[src/rtl/pces_pkg.sv]
package pces_pkg;

    typedef enum logic [1:0] {
        ST_IDLE = 2'd0,
        ST_PRE  = 2'd1,
        ST_POST = 2'd2
    } seq_st_e;

endpackage

[src/rtl/pces_pick.sv]
// Lowest-index set-bit picker.
module pces_pick #(
    parameter int N  = 32,
    parameter int IW = $clog2(N)
) (
    input  logic [N-1:0]  req_i,
    output logic          any_o,
    output logic [IW-1:0] idx_o
);
    always_comb begin
        any_o = |req_i;
        idx_o = '0;
        for (int i = N - 1; i >= 0; i--) begin
            if (req_i[i]) idx_o = IW'(i);
        end
    end
endmodule

[src/rtl/pces_delay.sv]
// Loadable down-counter timing the sequence waits.
module pces_delay #(
    parameter int CW = 8
) (
    input  logic          clk_i,
    input  logic          rst_i,
    input  logic          load_i,
    input  logic [CW-1:0] val_i,
    output logic          zero_o
);
    logic [CW-1:0] cnt_d, cnt_q;

    always_comb begin
        cnt_d = cnt_q;
        if (load_i)            cnt_d = val_i;
        else if (cnt_q != '0)  cnt_d = cnt_q - 1'b1;
    end

    always_ff @(posedge clk_i) begin
        if (rst_i) cnt_q <= '0;
        else       cnt_q <= cnt_d;
    end

    assign zero_o = (cnt_q == '0);

    // an unloaded nonzero count steps down by one each cycle
    p_count_down_r3: assert property (@(posedge clk_i) disable iff (rst_i)
        (!load_i && cnt_q != '0) |=> (cnt_q == $past(cnt_q) - 1'b1));
endmodule

[src/rtl/pces_seq.sv]
module pces_seq
    import pces_pkg::*;
#(
    parameter int              NCH      = 32,
    parameter int              PRE_DLY  = 12500,
    parameter int              POST_DLY = 1250000,
    parameter logic [NCH-1:0]  HAS_RST  = 32'h0830_4D9A,
    parameter logic [NCH-1:0]  INV_POL  = 32'h0000_4000,
    parameter int              RST_STEP = 7,
    parameter int              RST_OFS  = 3
) (
    input  logic           clk_i,
    input  logic           rst_i,
    input  logic [NCH-1:0] en_req_i,
    input  logic [NCH-1:0] dis_req_i,
    output logic [NCH-1:0] clk_stop_o,
    output logic [NCH-1:0] rst_o,
    output logic [NCH-1:0] ch_on_o,
    output logic           busy_o
);
    localparam int IW   = (NCH > 1) ? $clog2(NCH) : 1;
    localparam int DMAX = (PRE_DLY > POST_DLY) ? PRE_DLY : POST_DLY;
    localparam int CW   = $clog2(DMAX + 1);

    function automatic logic [NCH*IW-1:0] f_rmap();
        logic [NCH*IW-1:0] m;
        m = '0;
        for (int c = 0; c < NCH; c++) m[c*IW +: IW] = IW'((c * RST_STEP + RST_OFS) % NCH);
        return m;
    endfunction

    function automatic logic [NCH-1:0] f_rinit();
        logic [NCH-1:0] r;
        r = '0;
        for (int c = 0; c < NCH; c++) begin
            if (HAS_RST[c]) r[(c * RST_STEP + RST_OFS) % NCH] = 1'b1;
        end
        return r;
    endfunction

    localparam logic [NCH*IW-1:0] RMAP     = f_rmap();
    localparam logic [NCH-1:0]    RST_INIT = f_rinit();

    typedef struct packed {
        seq_st_e        st;
        logic [IW-1:0]  cur;
        logic [NCH-1:0] stop;
        logic [NCH-1:0] rstw;
        logic [NCH-1:0] en_pend;
        logic [NCH-1:0] dis_pend;
    } regs_t;

    regs_t d, q;

    logic          dis_any, en_any, tmr_zero, tmr_load;
    logic [IW-1:0] dis_idx, en_idx;
    logic [CW-1:0] tmr_val;

    pces_pick #(.N(NCH), .IW(IW)) u_pick_dis (
        .req_i(q.dis_pend), .any_o(dis_any), .idx_o(dis_idx));

    pces_pick #(.N(NCH), .IW(IW)) u_pick_en (
        .req_i(q.en_pend), .any_o(en_any), .idx_o(en_idx));

    pces_delay #(.CW(CW)) u_delay (
        .clk_i(clk_i), .rst_i(rst_i), .load_i(tmr_load),
        .val_i(tmr_val), .zero_o(tmr_zero));

    logic [NCH-1:0] new_en, en_clr, dis_clr;
    logic [IW-1:0]  rb_en, rb_cur;

    assign new_en = en_req_i & ~dis_req_i;
    assign rb_en  = RMAP[en_idx*IW +: IW];
    assign rb_cur = RMAP[q.cur*IW +: IW];

    always_comb begin
        d        = q;
        tmr_load = 1'b0;
        tmr_val  = '0;
        en_clr   = '0;
        dis_clr  = '0;
        case (q.st)
            ST_IDLE: begin
                if (dis_any) begin
                    dis_clr[dis_idx] = 1'b1;
                    d.stop[dis_idx]  = ~INV_POL[dis_idx];
                end else if (en_any) begin
                    en_clr[en_idx] = 1'b1;
                    if (q.stop[en_idx] != INV_POL[en_idx]) begin
                        if (HAS_RST[en_idx]) begin
                            d.rstw[rb_en] = 1'b1;
                            d.st          = ST_PRE;
                            d.cur         = en_idx;
                            tmr_load      = 1'b1;
                            tmr_val       = CW'(PRE_DLY - 1);
                        end else begin
                            d.stop[en_idx] = INV_POL[en_idx];
                        end
                    end
                end
            end
            ST_PRE: begin
                if (tmr_zero) begin
                    d.stop[q.cur] = INV_POL[q.cur];
                    d.st          = ST_POST;
                    tmr_load      = 1'b1;
                    tmr_val       = CW'(POST_DLY - 1);
                end
            end
            ST_POST: begin
                if (tmr_zero) begin
                    d.rstw[rb_cur] = 1'b0;
                    d.st           = ST_IDLE;
                end
            end
            default: d.st = ST_IDLE;
        endcase
        d.en_pend  = (q.en_pend & ~en_clr & ~dis_req_i) | new_en;
        d.dis_pend = (q.dis_pend & ~dis_clr & ~new_en) | dis_req_i;
    end

    always_ff @(posedge clk_i) begin
        if (rst_i) begin
            q.st       <= ST_IDLE;
            q.cur      <= '0;
            q.stop     <= ~INV_POL;
            q.rstw     <= RST_INIT;
            q.en_pend  <= '0;
            q.dis_pend <= '0;
        end else begin
            q <= d;
        end
    end

    logic [NCH-1:0] cur_mask;
    assign cur_mask   = busy_o ? (NCH'(1) << q.cur) : '0;
    assign clk_stop_o = q.stop;
    assign rst_o      = q.rstw;
    assign busy_o     = (q.st != ST_IDLE);
    assign ch_on_o    = ~(q.stop ^ INV_POL) & ~cur_mask;

    // a reset bit only rises as a timed sequence starts
    p_rst_rise_start_r2: assert property (@(posedge clk_i) disable iff (rst_i)
        (|(rst_o & ~$past(rst_o))) |-> $rose(busy_o));
    // during the first wait the channel is in reset and still stopped
    p_pre_held_r2: assert property (@(posedge clk_i) disable iff (rst_i)
        (q.st == ST_PRE) |-> (q.rstw[rb_cur] && (q.stop[q.cur] != INV_POL[q.cur])));
    // timer expiry in the first wait ungates the channel
    p_ungate_on_expiry_r3: assert property (@(posedge clk_i) disable iff (rst_i)
        (q.st == ST_PRE && tmr_zero) |=> (clk_stop_o[q.cur] == INV_POL[q.cur]));
    // one stop bit at most changes per cycle
    p_one_stop_change_r10: assert property (@(posedge clk_i) disable iff (rst_i)
        $onehot0(clk_stop_o ^ $past(clk_stop_o)));
    // the channel in sequence never reports running
    p_hidden_in_seq_r11: assert property (@(posedge clk_i) disable iff (rst_i)
        busy_o |-> !ch_on_o[q.cur]);
endmodule

[config.mk]
export PLATFORM = sky130hd
export DESIGN_NAME = pces_seq
export DESIGN_NICKNAME = d
export VERILOG_FILES = /design/src/rtl/pces_pkg.sv /design/src/rtl/pces_pick.sv /design/src/rtl/pces_delay.sv /design/src/rtl/pces_seq.sv
export SDC_FILE = /design/constraint.sdc
export NUM_CORES = 1
export LEC_CHECK = 0
export CELL_PAD_IN_SITES_DETAIL_PLACEMENT = 1
export CELL_PAD_IN_SITES_GLOBAL_PLACEMENT = 2
export CORE_MARGIN = 4
export CORE_UTILIZATION = 32
export CTS_CLUSTER_SIZE = 25
export DETAILED_ROUTE_END_ITERATION = 6
export HOLD_SLACK_MARGIN = 0.03
export PLACE_DENSITY_LB_ADDON = 0.1
export SKIP_CTS_REPAIR_TIMING = 1
export SYNTH_ARGS = -nofsm -noshare
export SYNTH_HDL_FRONTEND = slang
export SYNTH_HIERARCHICAL = 1
export SYNTH_SLANG_ARGS = --single-unit
[constraint.sdc]
create_clock -name clk_i -period 6.29 [get_ports clk_i]
set_clock_uncertainty 0.2 [all_clocks]
set_input_delay 1.5725 -clock clk_i [delete_from_list [all_inputs] [get_ports clk_i]]
set_output_delay 1.5725 -clock clk_i [all_outputs]
set_load 0.05 [all_outputs]
==> results of run 1 <==
[cell usage in the layout (no fill, tap or decap), drive strengths merged, types with 44 or more instances in the layout]
| cell type | count |
|---|---|
| inv | 84 |
| nand3 | 44 |
| a31oi | 54 |
| nor2 | 160 |
| clkdlybuf4s50 | 161 |
| o21ai | 56 |
| a21oi | 115 |
| dfxtp | 157 |
| nor3 | 76 |
| mux2i | 53 |
| nand2 | 189 |
[flip-flops by register name, indices dropped and copies added, names as in the netlist, named ones only]
register,count
clk_stop_o,32
q,71
rst_o,32
u_delay/cnt_q,21
[per-stage QoR]
step | hold WS, ns | cell area (um2) | worst slack [ns]
global placement | 0.256 | 12700 | 1.19
finish | 0.269 | 13300 | 0.897
global route | 0.292 | 13300 | 0.567
detailed placement | 0.263 | 12700 | 0.955
floorplan | 0.234 | 11200 | 1.36
CTS | 0.274 | 13300 | 0.936
[per-layer routing]
metal | part of all wire [%] | up-vias | wire, um | track usage [%]
met5 | 0 | - | 0 | 0
met4 | 2.6 | 0 | 1290 | 7.27
met3 | 4.7 | 70 | 2310 | 3.80
met2 | 49 | 361 | 23800 | 43.2
met1 | 44 | 5690 | 21600 | 32.8
li1 | - | 5430 | - | -
[logic make-up (layout without fill, tap and decap cells)]
family,count (synthesis),in the layout,synth area share (%)
XOR/XNOR,23,23,1.81
buffers and inverters,254,303,11.3
other,1,8,0.0336
AO/OA/AOI/OAI,405,405,26.4
multiplexers,58,58,5.36
adder cells (fa/ha/maj),11,11,1.23
flip-flops,157,157,28.2
AND/OR/NAND/NOR,593,593,25.7
[power by group]
part | switching, mW | leakage (nW) | internal [mW] | total, mW
Clock | 0.491 | 0.276 | 0.629 | 1.12
Sequential | 0.0966 | 1.29 | 1.08 | 1.18
Combinational | 0.757 | 3.09 | 0.435 | 1.19
Total | 1.34 | 4.66 | 2.15 | 3.49
[worst max-delay path, cell delays in order (launching register included)]
cell and delay [ns]:
dfxtp_1 0.39, nor3b_1 0.20, nor3_1 0.07, o31ai_1 0.23, o2111ai_1 0.24, a221oi_4 0.63
inv_1 0.21, ha_1 0.36, inv_1 0.04, mux4_2 0.44, o21ai_1 0.23, or3_4 0.20
a211oi_4 0.06, nor2_2 0.50, o21ai_0 0.18, buf_4 0.23, or3_2 0.64, o21ai_0 0.24
[how the worst min path moves through the flow]
stage | slack [ns] | endpoint | depth (start not counted)
floorplan | 0.23 | rst_o[10] | 2
global placement | 0.26 | rst_o[30] | 2
detailed placement | 0.26 | rst_o[18] | 2
CTS | 0.27 | rst_o[18] | 2
global route | 0.29 | rst_o[27] | 2
finish | 0.27 | rst_o[16] | 2
[final cells by class]
class | instances | area (um2)
Clock inverter | 15 | 185
Inverter | 81 | 304
Multi-Input combinational cell | 1098 | 6810
Sequential cell | 157 | 3140
Timing Repair Buffer | 190 | 1840
Tap cell | 455 | 569
Fill cell | 4197 | 21200
Clock buffer | 17 | 425
==> impl_metrics.env, run 1 <==
export IMPL_status="finished, final reports clean"
export IMPL_num_antenna_cells=0
export IMPL_drc=0
export IMPL_critPathKind="flip-flop to flip-flop"
export IMPL_r2r_setup_slack_ns=0.90
export IMPL_cts_tree="built"
export IMPL_r2r_start="q[63]"
export IMPL_yosysTopAreaCell="dfxtp_1"
export IMPL_irDropWorstVdd_uv=209
export IMPL_crit_start="q[63]"
export IMPL_grt_pass1_vias=11900
export IMPL_async_flop_share_pct=0
export IMPL_finalMaxSlewViolations=0
export IMPL_setup_viol=0
export IMPL_die_h_um=195
export IMPL_crit_end="u_delay/cnt_q[15]"
export IMPL_crit_fanout=17
export IMPL_clock_latency_ns=0.46
export IMPL_vias_per_cell=5.74
export IMPL_fin_crit_sh_pct=85.7
export IMPL_grtUsageTotal_pct=25.1
export IMPL_clock_fmax_mhz=185
export IMPL_antenna_found_initial=0
export IMPL_seq_area_frac_synth_pct=28.2
export IMPL_io_buffers=162
export IMPL_start_util_pct=32.4
export IMPL_r2r_end="u_delay/cnt_q[15]"
export IMPL_final_util_pct=38.5
export IMPL_core_area_mm2=0.0345
export IMPL_synthTopCellsByArea="dfxtp_1 28%, nand2_1 6.3%, nor2_1 5.4%"
export IMPL_leakage_nw=4.66
export IMPL_rr_worst_depth=17
export IMPL_relSlewSlack_pct=18.4
export IMPL_firstDrtPassIters=5
export IMPL_clock_path_buffers=2
export IMPL_min_period_ns=5.39
export IMPL_root_buffer="clkbuf_16"
export IMPL_drt_wl_total_um=49000
export IMPL_dp_cells=1981
export IMPL_power_density_mw_per_mm2=263
export IMPL_grt_pass1_wl_um=74500
export IMPL_wire_per_inst_um=24.3
export IMPL_required_ns=6.46
export IMPL_final_hold_viol_count=0
export IMPL_synthCells=1502
export IMPL_worstHoldStart="rst_o[16]"
export IMPL_tightest_slew_ns=1.22
export IMPL_min_path_type="flip-flop to flip-flop"
export IMPL_cts_buffers=17
export IMPL_synth_top_area_share_pct=28.2
export IMPL_fp_dieArea_mm2=0.0379
export IMPL_nets=1622
export IMPL_rsz0062_at_grt="no"
export IMPL_maxCapViolCount=0
export IMPL_clkSlewWorstSetupHoldPaths_ns=0.07
export IMPL_cts_max_level=4
export IMPL_num_io_pins=163
export IMPL_yosys_top_cells_count="188 x nand2_1, 159 x nor2_1, 157 x dfxtp_1"
export IMPL_crit_arrival_ns=5.56
export IMPL_finalSetupTns_ns=0
export IMPL_hpwl_um=36600
export IMPL_num_vias=11600
export IMPL_synth_cell_types=85
export IMPL_synth_seq_cells=157
export IMPL_netlist_area_mm2=0.0111
export IMPL_fp_dieW_um=195
export IMPL_ys_flop_type="dfxtp_1"
export IMPL_clock_sinks=157
export IMPL_synth_area_per_cell_um2=7.42
export IMPL_grt_overflow=0
export IMPL_rows=68
export IMPL_synth_edff_count=0
export IMPL_ant_nets=0
export IMPL_finalPower_mw=3.49
export IMPL_drt_iter0_markers=749
export IMPL_startpoint_type="flip-flop"
export IMPL_ys_warn_count=6
export IMPL_final_cells=2013
export IMPL_drive_gt1_share_pct=8.54
export IMPL_grt_max_degree=57
export IMPL_area_growth_pct=19.1
export IMPL_yosysMostFrequentCell="nand2_1"
export IMPL_end_kind="flip-flop"
export IMPL_place_congestion=0.868
No activity file was read; power rests on OpenSTA's default activity.
==> run 2, diff against run 1 <==
--- a/config.mk
+++ b/config.mk
@@ -5,6 +5,7 @@
 export SDC_FILE = /design/constraint.sdc
 export NUM_CORES = 1
 export LEC_CHECK = 0
+export ABC_AREA = 0
 export CELL_PAD_IN_SITES_DETAIL_PLACEMENT = 1
 export CELL_PAD_IN_SITES_GLOBAL_PLACEMENT = 2
 export CORE_MARGIN = 4
==> results of run 2 <==
Same layout as run 1: the final DEF is identical, and so are final timing and power.
